==> src/rtl/md_pkg.sv <==
// Package: shared types of the multiply/divide unit.
// Assumes: the operation select is a single bit driven by the decoder.
package md_pkg;
    typedef enum logic {
        OP_MUL = 1'b0,
        OP_DIV = 1'b1
    } md_op_e;
endpackage

==> src/rtl/md_ctrl.sv <==
// Module: md_ctrl
// Sequencer for the iterative datapath. It accepts start only when idle,
// then holds busy for STEPS cycles and pulses done once after the last step.
// Assumes: start may arrive at any time; starts during busy are dropped.
module md_ctrl #(
    parameter int STEPS = 8
) (
    input  logic clk,
    input  logic rst_n,
    input  logic start,
    output logic load,
    output logic busy,
    output logic done
);
    localparam int CW = (STEPS > 1) ? $clog2(STEPS) : 1;
    localparam logic [CW-1:0] LAST = CW'(STEPS - 1);

    logic [CW-1:0] cnt_q;
    logic          busy_q;
    logic          done_q;
    logic          last;

    assign load = start && !busy_q;
    assign last = busy_q && (cnt_q == LAST);
    assign busy = busy_q;
    assign done = done_q;

    // Step counter, busy flag and completion pulse.
    always_ff @(posedge clk) begin
        if (!rst_n) begin
            cnt_q  <= '0;
            busy_q <= 1'b0;
            done_q <= 1'b0;
        end else begin
            done_q <= last;
            if (load) begin
                busy_q <= 1'b1;
                cnt_q  <= '0;
            end else if (busy_q) begin
                if (cnt_q == LAST) begin
                    busy_q <= 1'b0;
                end else begin
                    cnt_q <= cnt_q + 1'b1;
                end
            end
        end
    end


    done_pulse_chk: assert property (@(posedge clk) disable iff (!rst_n)
        done |=> !done);


    start_accept_chk: assert property (@(posedge clk) disable iff (!rst_n)
        (start && !busy) |=> (busy && !done));


    busy_hold_chk: assert property (@(posedge clk) disable iff (!rst_n)
        (busy && !last) |=> busy);
endmodule

==> src/rtl/md_mul_step.sv <==
// Module: md_mul_step
// One shift-and-add multiply step. {hi,lo} is the partial product; lo's
// low bit selects whether the multiplicand is added into hi before the
// 2W+1-bit value shifts right by one.
// Assumes: hi starts at zero and lo holds the multiplier.
module md_mul_step #(
    parameter int W = 8
) (
    input  logic [W-1:0] hi,
    input  logic [W-1:0] lo,
    input  logic [W-1:0] mcand,
    output logic [W-1:0] hi_n,
    output logic [W-1:0] lo_n
);
    logic [W:0] sum;

    // Conditional add followed by the right shift.
    always_comb begin
        sum  = {1'b0, hi} + (lo[0] ? {1'b0, mcand} : '0);
        hi_n = sum[W:1];
        lo_n = {sum[0], lo[W-1:1]};
    end
endmodule

==> src/rtl/md_div_step.sv <==
// Module: md_div_step
// One restoring-division step. The remainder shifts left and takes in the
// next dividend bit from the top of quo; the divisor is subtracted when it
// fits, and the resulting quotient bit enters quo at the bottom.
// Assumes: rem < dvs on entry (caller screens overflow beforehand).
module md_div_step #(
    parameter int W = 8
) (
    input  logic [W-1:0] rem,
    input  logic [W-1:0] quo,
    input  logic [W-1:0] dvs,
    output logic [W-1:0] rem_n,
    output logic [W-1:0] quo_n
);
    logic [W:0] trial;
    logic [W:0] diff;
    logic       fits;

    // Trial subtraction and restore decision.
    always_comb begin
        trial = {rem, quo[W-1]};
        diff  = trial - {1'b0, dvs};
        fits  = (trial >= {1'b0, dvs});
        rem_n = fits ? diff[W-1:0] : trial[W-1:0];
        quo_n = {quo[W-2:0], fits};
    end
endmodule

==> src/rtl/muldiv_unit.sv <==
// Module: muldiv_unit
// Iterative unsigned multiply (acc*idx -> idx:acc) and divide
// ({hi,acc}/idx -> acc quotient, hi remainder). It shares a single pair of
// shift registers between both operations, completes in W steps and
// presents results with per-register and per-flag write-enables while
// done is high.
// Assumes: the core holds no expectation on outputs while done is low.
module muldiv_unit #(
    parameter int W = 8
) (
    input  logic         clk,
    input  logic         rst_n,
    input  logic         start,
    input  logic         op_div,
    input  logic [W-1:0] acc_in,
    input  logic [W-1:0] idx_in,
    input  logic [W-1:0] hi_in,
    output logic [W-1:0] acc_out,
    output logic [W-1:0] idx_out,
    output logic [W-1:0] hi_out,
    output logic         acc_we,
    output logic         idx_we,
    output logic         hi_we,
    output logic         done,
    output logic         cf,
    output logic         cf_we,
    output logic         zf,
    output logic         zf_we,
    output logic         hf,
    output logic         hf_we
);
    import md_pkg::*;

    logic         load;
    logic         busy;
    md_op_e       op_q;
    logic         fail_q;
    logic [W-1:0] hi_q;
    logic [W-1:0] lo_q;
    logic [W-1:0] x_q;
    logic [W-1:0] a_cap;
    logic [W-1:0] h_cap;
    logic [W-1:0] mul_hi_n;
    logic [W-1:0] mul_lo_n;
    logic [W-1:0] div_rem_n;
    logic [W-1:0] div_quo_n;

    md_ctrl #(.STEPS(W)) u_ctrl (
        .clk   (clk),
        .rst_n (rst_n),
        .start (start),
        .load  (load),
        .busy  (busy),
        .done  (done)
    );

    md_mul_step #(.W(W)) u_mul (
        .hi    (hi_q),
        .lo    (lo_q),
        .mcand (x_q),
        .hi_n  (mul_hi_n),
        .lo_n  (mul_lo_n)
    );

    md_div_step #(.W(W)) u_div (
        .rem   (hi_q),
        .quo   (lo_q),
        .dvs   (x_q),
        .rem_n (div_rem_n),
        .quo_n (div_quo_n)
    );

    // Operand capture on accept, then one datapath step per busy cycle.
    always_ff @(posedge clk) begin
        if (!rst_n) begin
            op_q   <= OP_MUL;
            fail_q <= 1'b0;
            hi_q   <= '0;
            lo_q   <= '0;
            x_q    <= '0;
            a_cap  <= '0;
            h_cap  <= '0;
        end else if (load) begin
            op_q   <= md_op_e'(op_div);
            fail_q <= op_div && (hi_in >= idx_in);
            hi_q   <= op_div ? hi_in : '0;
            lo_q   <= acc_in;
            x_q    <= idx_in;
            a_cap  <= acc_in;
            h_cap  <= hi_in;
        end else if (busy) begin
            if (op_q == OP_DIV) begin
                hi_q <= div_rem_n;
                lo_q <= div_quo_n;
            end else begin
                hi_q <= mul_hi_n;
                lo_q <= mul_lo_n;
            end
        end
    end

    // Result, write-enable and flag selection while done is high.
    always_comb begin
        acc_out = '0;
        idx_out = '0;
        hi_out  = '0;
        acc_we  = 1'b0;
        idx_we  = 1'b0;
        hi_we   = 1'b0;
        cf      = 1'b0;
        cf_we   = 1'b0;
        zf      = 1'b0;
        zf_we   = 1'b0;
        hf      = 1'b0;
        hf_we   = 1'b0;
        if (done) begin
            cf_we = 1'b1;
            if (op_q == OP_MUL) begin
                acc_out = lo_q;
                idx_out = hi_q;
                hi_out  = h_cap;
                acc_we  = 1'b1;
                idx_we  = 1'b1;
                hf_we   = 1'b1;
            end else if (fail_q) begin
                acc_out = a_cap;
                idx_out = x_q;
                hi_out  = h_cap;
                cf      = 1'b1;
            end else begin
                acc_out = lo_q;
                idx_out = x_q;
                hi_out  = hi_q;
                acc_we  = 1'b1;
                hi_we   = 1'b1;
                zf_we   = 1'b1;
                zf      = (lo_q == '0);
            end
        end
    end


    mul_flags_chk: assert property (@(posedge clk) disable iff (!rst_n)
        (done && op_q == OP_MUL) |-> (cf_we && !cf && hf_we && !hf && !zf_we));


    div_fail_chk: assert property (@(posedge clk) disable iff (!rst_n)
        (done && op_q == OP_DIV && cf) |-> (!acc_we && !idx_we && !hi_we && !zf_we));


    div_ok_chk: assert property (@(posedge clk) disable iff (!rst_n)
        (done && op_q == OP_DIV && !cf) |-> (cf_we && acc_we && hi_we && !idx_we && !hf_we));


    rem_bound_chk: assert property (@(posedge clk) disable iff (!rst_n)
        (busy && op_q == OP_DIV && !fail_q) |-> (hi_q < x_q));


    ignore_start_chk: assert property (@(posedge clk) disable iff (!rst_n)
        (busy && start) |=> ($stable(x_q) && $stable(a_cap) && $stable(op_q)));


    idle_quiet_chk: assert property (@(posedge clk) disable iff (!rst_n)
        !done |-> !(acc_we || idx_we || hi_we || cf_we || zf_we || hf_we));
endmodule

==> config.mk <==
export PLATFORM = sky130hd
export DESIGN_NAME = muldiv_unit
export DESIGN_NICKNAME = d
export VERILOG_FILES = /design/src/rtl/md_pkg.sv /design/src/rtl/md_ctrl.sv /design/src/rtl/md_mul_step.sv /design/src/rtl/md_div_step.sv /design/src/rtl/muldiv_unit.sv
export SDC_FILE = /design/constraint.sdc
export NUM_CORES = 1
export LEC_CHECK = 0
export ABC_AREA = 1
export BUFFER_PORTS_ARGS = -buffer_cell sky130_fd_sc_hd__buf_2
export CAP_MARGIN = 20
export CORE_MARGIN = 3
export CORE_UTILIZATION = 46
export DETAILED_ROUTE_END_ITERATION = 12
export GPL_TIMING_DRIVEN = 0
export PLACE_DENSITY = 0.75
export SYNTH_ARGS = -nofsm -noshare
export SYNTH_HDL_FRONTEND = slang
export SYNTH_SLANG_ARGS = --single-unit
==> constraint.sdc <==
create_clock -name clk -period 1.9 [get_ports clk]
set_clock_uncertainty 0.15 [all_clocks]
set_input_delay 0.095 -clock clk [delete_from_list [all_inputs] [get_ports clk]]
set_output_delay 0.095 -clock clk [all_outputs]
set_load 0.005 [all_outputs]
==> metrics.txt, run 1 <==
# TYPE chip_impl_metric gauge
chip_impl_info{name="outcome",value="finished, violations left"} 1
chip_impl_info{name="violated_checks",value="negative setup slack"} 1
chip_impl_info{name="ws_path_type",value="reg -> reg"} 1
chip_impl_metric{name="grt_overflow",unit=""} 0
chip_impl_metric{name="initial_core_util",unit="%"} 48.5
chip_impl_info{name="hp-class",value="in -> reg"} 1
chip_impl_metric{name="hold_viol_final",unit=""} 0
chip_impl_metric{name="regToRegSetupSlack",unit="ps"} -30
chip_impl_metric{name="yosysSeqAreaShare",unit="%"} 27.8
chip_impl_metric{name="netlist_instances",unit=""} 518
chip_impl_metric{name="post_route_drc",unit=""} 0
chip_impl_metric{name="cts_buffers",unit=""} 5
chip_impl_metric{name="cts.reportedPaths.clkPinSlew",unit="ps"} 100
chip_impl_metric{name="num_vias",unit=""} 4070
chip_impl_metric{name="timing.critical_path.required",unit="ps"} 1940
chip_impl_metric{name="core",unit="mm²"} 0.00698
chip_impl_metric{name="antenna_violations_before_repair",unit=""} 0
chip_impl_metric{name="ys_warn_count",unit=""} 0
chip_impl_metric{name="synth_async_sr_flop_share",unit="%"} 0
chip_impl_info{name="routed.top_layer",value="met4"} 1
chip_impl_metric{name="path_max_fanout",unit=""} 6
chip_impl_metric{name="dieArea",unit="mm²"} 0.00843
chip_impl_metric{name="routed_wire_length_per_instance",unit="µm"} 16.3
chip_impl_info{name="layout_commonest_cell",value="nand2_1"} 1
chip_impl_metric{name="vias_per_cell",unit=""} 5.55
chip_impl_metric{name="finalNetCount",unit=""} 692
chip_impl_metric{name="route.layer.met1.wl",unit="µm"} 5030
chip_impl_metric{name="setup_tns",unit="ps"} -29.6
chip_impl_metric{name="dieWidth",unit="µm"} 91.8
chip_impl_metric{name="grt_start_max_net_pins",unit=""} 16
chip_impl_metric{name="detailed_place_hpwl",unit="µm"} 8260
chip_impl_metric{name="clock_tree.buffer_depth",unit=""} 2
chip_impl_metric{name="wl_met3",unit="µm"} 890
chip_impl_metric{name="synth_top_area_share",unit="%"} 27.8
chip_impl_metric{name="yosysUniqueCellTypes",unit=""} 35
chip_impl_metric{name="wl_met2",unit="µm"} 5820
chip_impl_metric{name="gpl.final_weighted_congestion",unit=""} 0.963
chip_impl_info{name="post-synth-top-area-cell",value="dfxtp_1"} 1
chip_impl_metric{name="slew_headroom",unit="%"} 63.5
chip_impl_info{name="crit_slowest_cell",value="dfxtp_4"} 1
chip_impl_metric{name="detailedRoute.firstIterationViolations",unit=""} 359
chip_impl_metric{name="max_slew.worst_pin.slew",unit="ps"} 547
chip_impl_metric{name="total_count_of_max_transition_violations_in_the_final_report",unit=""} 0
chip_impl_info{name="crit_chain",value="nand2_2 > inv_2 > ha_4 > fa_2 > nand3_2 > a21o_1 > nand3_2 > nand2_2 > nand3b_1 > a21oi_2"} 1
chip_impl_metric{name="finalCritPeriodShare",unit="%"} 102
chip_impl_metric{name="avgSynthCellArea",unit="µm²"} 6.54
chip_impl_metric{name="area_growth_syn_to_layout",unit="%"} 43.4
chip_impl_metric{name="detail-route-antenna-nets",unit=""} 0
chip_impl_metric{name="min_cycle_time_layout",unit="ps"} 1930
chip_impl_metric{name="finalSetupViolCount",unit=""} 1
chip_impl_metric{name="grt_pass1_wl",unit="µm"} 18700
chip_impl_metric{name="worst_skew_pair.late_latency",unit="ps"} 310
chip_impl_info{name="startpoint_type",value="register"} 1
chip_impl_metric{name="fin_hold_ws",unit="ps"} 95.7
chip_impl_metric{name="power.leakage",unit="µW"} 0.00229
chip_impl_info{name="worst_setup_path_end_kind",value="register"} 1
chip_impl_info{name="most_used_flip_flop_cell_after_synthesis",value="dfxtp_1"} 1
chip_impl_metric{name="htreeDepth",unit=""} 2
chip_impl_metric{name="detail_route.first_pass.iterations",unit=""} 5
chip_impl_metric{name="fp-row-count",unit=""} 30
chip_impl_metric{name="track_usage",unit="%"} 27.2
chip_impl_metric{name="fraction_of_layout_instances_using_a_drive_strength_above_1",unit="%"} 32.2
chip_impl_metric{name="crit_path_max_incr_delay",unit="ps"} 390
chip_impl_metric{name="critical_path_arrival",unit="ps"} 1970
chip_impl_metric{name="vias_in_the_first_global_route",unit=""} 3946
chip_impl_metric{name="report.power.total",unit="µW"} 3140
chip_impl_info{name="cts.root.buffer_cell",value="clkbuf_8"} 1
chip_impl_info{name="tritoncts_clock_tree",value="done"} 1
chip_impl_metric{name="irDropWorstVdd",unit="µV"} 416
chip_impl_metric{name="power_density",unit="mW/mm²"} 648
chip_impl_metric{name="maxCapViolations",unit=""} 0
chip_impl_metric{name="number_of_flops_mapped_to_enable_cells_by_yosys",unit=""} 0
chip_impl_metric{name="yosys_register_bits",unit=""} 47
chip_impl_metric{name="max_freq",unit="MHz"} 518
chip_impl_metric{name="drt-total-wl",unit="µm"} 12000
chip_impl_metric{name="portBuffers",unit=""} 60
chip_impl_metric{name="setup_slack",unit="ps"} -29.6
chip_impl_metric{name="fp.dieH",unit="µm"} 91.8
chip_impl_info{name="layout_common_cells",value="nand2_1 (83), inv_1 (66), buf_2 (64)"} 1
chip_impl_info{name="yosys-top-cells-area",value="dfxtp_1 (28%), nand2_1 (11%), ha_1 (9.6%), inv_1 (9.1%), a21oi_1 (7.4%)"} 1
chip_impl_metric{name="ports",unit=""} 62
chip_impl_info{name="grt_setup_unrepaired",value="true"} 1
chip_impl_metric{name="cts.sink_count",unit=""} 47
chip_impl_metric{name="synthesized_nets",unit=""} 574
chip_impl_metric{name="synthesis.area",unit="mm²"} 0.00339
chip_impl_metric{name="antenna_cells",unit=""} 0
report_power, final:
part           switching [µW]  internal, µW  total [µW]
Combinational             682           503        1190
Clock                     373           433         806
Sequential               93.1          1060        1150
Yosys cell counts, types with 6 or more instances:
cell type,count
o22ai_1,17
clkbuf_1,14
o21ai_0,46
dfxtp_1,47
buf_2,6
nor2_1,41
ha_1,26
nand3_1,26
a31oi_1,7
a21oi_1,50
nand2_1,99
inv_1,82
nand4_1,14
cells by family after synthesis:
| family | count (synthesis) | synth area share [%] |
|---|---|---|
| flops | 47 | 27.8 |
| simple gates | 194 | 25.4 |
| compound gates | 137 | 22.5 |
| fa+ha+maj | 28 | 10.8 |
| xor+xnor | 3 | 0.776 |
| other cells | 1 | 0.111 |
| buf+inv | 108 | 12.6 |
layout make-up:
class | instances | area (µm²)
Inverter | 84 | 329
Timing Repair Buffer | 111 | 759
Multi-Input combinational cell | 364 | 2390
Buffer | 23 | 125
Clock inverter | 2 | 38.8
Clock buffer | 6 | 82.6
Sequential cell | 47 | 1010
Tap cell | 96 | 120
Fill cell | 585 | 2130
per-stage QoR:
step	area, µm²	std cells	util, %	setup slack, ps
2_1_floorplan	3390	518	-	48.2
3_3_place_gp	3810	674	54.6	-189
3_5_place_dp	3810	674	54.6	-206
4_1_cts	4470	716	64.0	-9.18
5_1_grt	4850	733	69.5	-92.0
6_report	4850	733	69.5	-29.6
worst max-delay path: cells and delay by family (launching register included):
| family | cells | cell delay, ps |
|---|---|---|
| DFF | 1 | 390 |
| adders and majority gates | 2 | 540 |
| and+or+nand+nor | 5 | 490 |
| buffers and inverters | 1 | 50 |
| AOI/OAI and AO/OA | 2 | 190 |
routing by layer:
metal	global-route usage (%)	up-vias
li1	-	1971
met1	35.0	1880
met2	46.8	197
met3	4.76	22
met4	7.30	0
met5	0	-
flip-flops by register name, summed over array words and instances (netlist names):
name and count:
a_cap 8, h_cap 8, x_q 8, fail_q 1, u_ctrl.done 1, u_ctrl.cnt_q 3, hi_q 8, lo_q 8
u_ctrl.busy 1, op_q 1
repair_timing:
action,4_1_cts,5_1_grt
endpoints found under the setup margin,27,34
pin swaps,7,33
hold buffers,26,0
endpoints found under the hold margin,41,0
gates cloned,1,0
buffers inserted,8,17
resized for setup,56,77
final timing paths:
kind                            depth (start not counted)      from        to
worst max-delay path                                   10   lo_q[0]   hi_q[3]
worst min-delay path                                    5     start   lo_q[0]
worst max register to register                         10   lo_q[0]   hi_q[3]
worst min register to register                          2  a_cap[3]  a_cap[3]
(Power assumes the default switching activity.)
==> inputs of run 2 (changes only) <==
--- a/config.mk
+++ b/config.mk
@@ -10,9 +10,10 @@
 export CAP_MARGIN = 20
 export CORE_MARGIN = 3
 export CORE_UTILIZATION = 46
+export CTS_CLUSTER_SIZE = 14
 export DETAILED_ROUTE_END_ITERATION = 12
 export GPL_TIMING_DRIVEN = 0
-export PLACE_DENSITY = 0.75
+export PLACE_DENSITY = 0.72
 export SYNTH_ARGS = -nofsm -noshare
 export SYNTH_HDL_FRONTEND = slang
 export SYNTH_SLANG_ARGS = --single-unit
==> constraint.sdc (replaced) <==
create_clock -name clk -period 1.94 [get_ports clk]
set_clock_uncertainty 0.15 [all_clocks]
set_input_delay 0.097 -clock clk [delete_from_list [all_inputs] [get_ports clk]]
set_output_delay 0.097 -clock clk [all_outputs]
set_load 0.005 [all_outputs]
==> run 2 against run 1 <==
  * The run ends with negative hold slack left
  * Sequential power about the same
  * Combinational power down 14%
  * Design area down 4.0%
  * Critical path depth up 2
  * Register-to-register slack better by 40 ps
  * Utilization down 2.8 points
  * Cell count down 1.2%
  * Sequential share of layout area up 0.55 points
==> metrics.txt, run 2 (synthesis results as in run 1) <==
# TYPE chip_impl_metric gauge
chip_impl_info{name="outcome",value="finished, violations left"} 1
chip_impl_info{name="violated_checks",value="negative hold slack"} 1
chip_impl_metric{name="num_vias",unit=""} 3976
chip_impl_info{name="worst_setup_path_end_kind",value="register"} 1
chip_impl_metric{name="seqPwrFrac",unit="%"} 40.6
chip_impl_metric{name="cts_buffers",unit=""} 5
chip_impl_metric{name="detailedRoute.firstIterationViolations",unit=""} 334
chip_impl_metric{name="vias_per_cell",unit=""} 5.49
chip_impl_metric{name="critical_path_arrival",unit="ps"} 1980
chip_impl_metric{name="cts.reportedPaths.clkPinSlew",unit="ps"} 90
chip_impl_metric{name="ports",unit=""} 62
chip_impl_metric{name="vias_in_the_first_global_route",unit=""} 3727
chip_impl_metric{name="timing.critical_path.required",unit="ps"} 1990
chip_impl_info{name="timing.rr.start",value="lo_q[0]"} 1
chip_impl_metric{name="maxCapViolations",unit=""} 0
chip_impl_metric{name="clock_tree.buffer_depth",unit=""} 2
chip_impl_metric{name="irDropWorstVdd",unit="µV"} 368
chip_impl_metric{name="portBuffers",unit=""} 60
chip_impl_metric{name="fp.dieH",unit="µm"} 91.8
chip_impl_metric{name="regToRegSetupSlack",unit="ps"} 10
chip_impl_info{name="ws_path_type",value="reg -> reg"} 1
chip_impl_info{name="min_from",value="rst_n"} 1
chip_impl_metric{name="initial_core_util",unit="%"} 48.5
chip_impl_info{name="layout_common_cells",value="nand2_1 (89), inv_1 (68), buf_2 (64)"} 1
chip_impl_metric{name="post_route_drc",unit=""} 0
chip_impl_info{name="cts.root.buffer_cell",value="clkbuf_8"} 1
chip_impl_info{name="tritoncts_clock_tree",value="done"} 1
chip_impl_metric{name="placement.cell_area",unit="mm²"} 0.00381
chip_impl_metric{name="grt_start_max_net_pins",unit=""} 15
chip_impl_info{name="crit_slowest_cell",value="dfxtp_4"} 1
chip_impl_metric{name="hold_viol_final",unit=""} 1
chip_impl_metric{name="detail_route.first_pass.iterations",unit=""} 5
chip_impl_metric{name="htreeDepth",unit=""} 2
chip_impl_metric{name="grt_pass1_wl",unit="µm"} 18100
chip_impl_metric{name="grt_overflow",unit=""} 0
chip_impl_metric{name="min_cycle_time_layout",unit="ps"} 1930
chip_impl_metric{name="area_growth_syn_to_layout",unit="%"} 37.6
chip_impl_metric{name="switching_power",unit="µW"} 1030
chip_impl_info{name="whs_endpoint",value="op_q"} 1
chip_impl_metric{name="pwr-share-clk",unit="%"} 23.0
chip_impl_metric{name="finalNetCount",unit=""} 683
chip_impl_metric{name="core",unit="mm²"} 0.00698
chip_impl_metric{name="drt-total-wl",unit="µm"} 11600
chip_impl_info{name="grt_setup_unrepaired",value="true"} 1
chip_impl_metric{name="routed_wire_length_per_instance",unit="µm"} 16.0
chip_impl_metric{name="track_usage",unit="%"} 26.5
chip_impl_metric{name="setup_tns",unit="ps"} 0
chip_impl_metric{name="worst_skew_pair.late_latency",unit="ps"} 310
chip_impl_metric{name="post_layout_nonfiller_instances",unit=""} 724
chip_impl_metric{name="dieWidth",unit="µm"} 91.8
chip_impl_metric{name="power_density",unit="mW/mm²"} 600
chip_impl_metric{name="antenna_cells",unit=""} 0
chip_impl_info{name="hp-class",value="in -> reg"} 1
chip_impl_info{name="timing.rr.end",value="hi_q[5]"} 1
chip_impl_metric{name="max_freq",unit="MHz"} 519
chip_impl_metric{name="share_comb_of_total_power",unit="%"} 36.4
chip_impl_metric{name="detailed_place_hpwl",unit="µm"} 8180
chip_impl_metric{name="dieArea",unit="mm²"} 0.00843
chip_impl_metric{name="power_report.internal_total",unit="µW"} 1760
chip_impl_metric{name="finalSetupViolCount",unit=""} 0
chip_impl_info{name="crit_chain",value="nand2_2 > inv_2 > ha_4 > fa_2 > nand2_2 > nand3_2 > nand2_1 > nand3_1 > nand2_1 > inv_1 > nand3_2 > a21oi_2"} 1
chip_impl_metric{name="antenna_violations_before_repair",unit=""} 0
chip_impl_info{name="startpoint_type",value="register"} 1
chip_impl_metric{name="r2r.worst_path.cells",unit=""} 12
chip_impl_metric{name="cts.sink_count",unit=""} 47
chip_impl_metric{name="numPlacedInstances",unit=""} 674
chip_impl_metric{name="detail-route-antenna-nets",unit=""} 0
chip_impl_metric{name="total_count_of_max_transition_violations_in_the_final_report",unit=""} 0
chip_impl_metric{name="final_design_area_no_fill",unit="mm²"} 0.00466
chip_impl_metric{name="fin_hold_ws",unit="ps"} -9.88
chip_impl_metric{name="gpl.final_weighted_congestion",unit=""} 0.971
chip_impl_metric{name="power.leakage",unit="µW"} 0.00223
chip_impl_metric{name="fp-row-count",unit=""} 30
chip_impl_metric{name="p_sw_share",unit="%"} 37.0
chip_impl_metric{name="crit_path_max_incr_delay",unit="ps"} 390
chip_impl_info{name="layout_commonest_cell",value="nand2_1"} 1
chip_impl_metric{name="fraction_of_layout_instances_using_a_drive_strength_above_1",unit="%"} 29.8
chip_impl_metric{name="path_max_fanout",unit=""} 8
chip_impl_metric{name="finalCritPeriodShare",unit="%"} 99.3
chip_impl_metric{name="whs_path_depth",unit=""} 3
-- run 2: final cells by class --
class | count | area [µm²]
clock inverter | 1 | 8.76
timing repair buffer | 103 | 693
multi-input combinational | 363 | 2310
tap | 96 | 120
inverter | 84 | 322
fill | 641 | 2320
clock buffer | 7 | 86.3
buffer | 23 | 128
sequential | 47 | 992
-- run 2: power groups by stage --
stage,Combinational [µW],Sequential (µW),Clock [µW]
floorplan,574,1100,0
global route,1120,1140,677
detailed placement,767,1130,0
CTS,858,1110,636
finish,1020,1130,642
global placement,761,1130,0
-- run 2: layer usage --
metal  vias up  global-route usage [%]  share of wire, %
met4         0                    6.93               1.2
met3        17                    3.45               5.7
met1      1860                    35.8                44
met5         -                       0                 0
met2       155                    44.5                49
li1       1944                       -                 -
-- run 2: repair_timing --
item | in CTS | in global routing
gates resized for setup | 25 | 84
endpoints found under the hold margin | 38 | 0
pin swaps | 6 | 21
setup buffers | 5 | 13
hold buffers | 25 | 0
setup endpoints to repair | 20 | 26
-- run 2: how the worst max path moves through the flow --
stage                       start      end  slack (ps)  cells past startpoint
after floorplan           lo_q[0]  hi_q[3]          30                     11
after global placement    lo_q[0]  hi_q[5]        -240                     13
after detailed placement  lo_q[0]  hi_q[5]        -280                     13
after CTS                 lo_q[0]  hi_q[5]         -40                     12
after global routing      lo_q[0]  hi_q[5]         -70                     13
final                     lo_q[0]  hi_q[5]          10                     12
-- run 2: critical path: cells and delay by family, from the launching register on --
| kind | cells | cell delay (ps) |
|---|---|---|
| flip-flops | 1 | 390 |
| AND/OR/NAND/NOR | 7 | 580 |
| buffers and inverters | 2 | 110 |
| adder cells (fa/ha/maj) | 2 | 540 |
| AO/OA/AOI/OAI | 1 | 50 |
-- run 2: per-stage QoR --
| stage | setup slack (ps) | utilization, % | power [µW] |
|---|---|---|---|
| after global routing | -74.4 | 66.7 | 2940 |
| after CTS | -42.9 | 61.0 | 2610 |
| after global placement | -242 | 54.5 | 1890 |
| after floorplan | 28.8 | - | 1670 |
| final | 14.1 | 66.7 | 2790 |
| after detailed placement | -280 | 54.5 | 1890 |
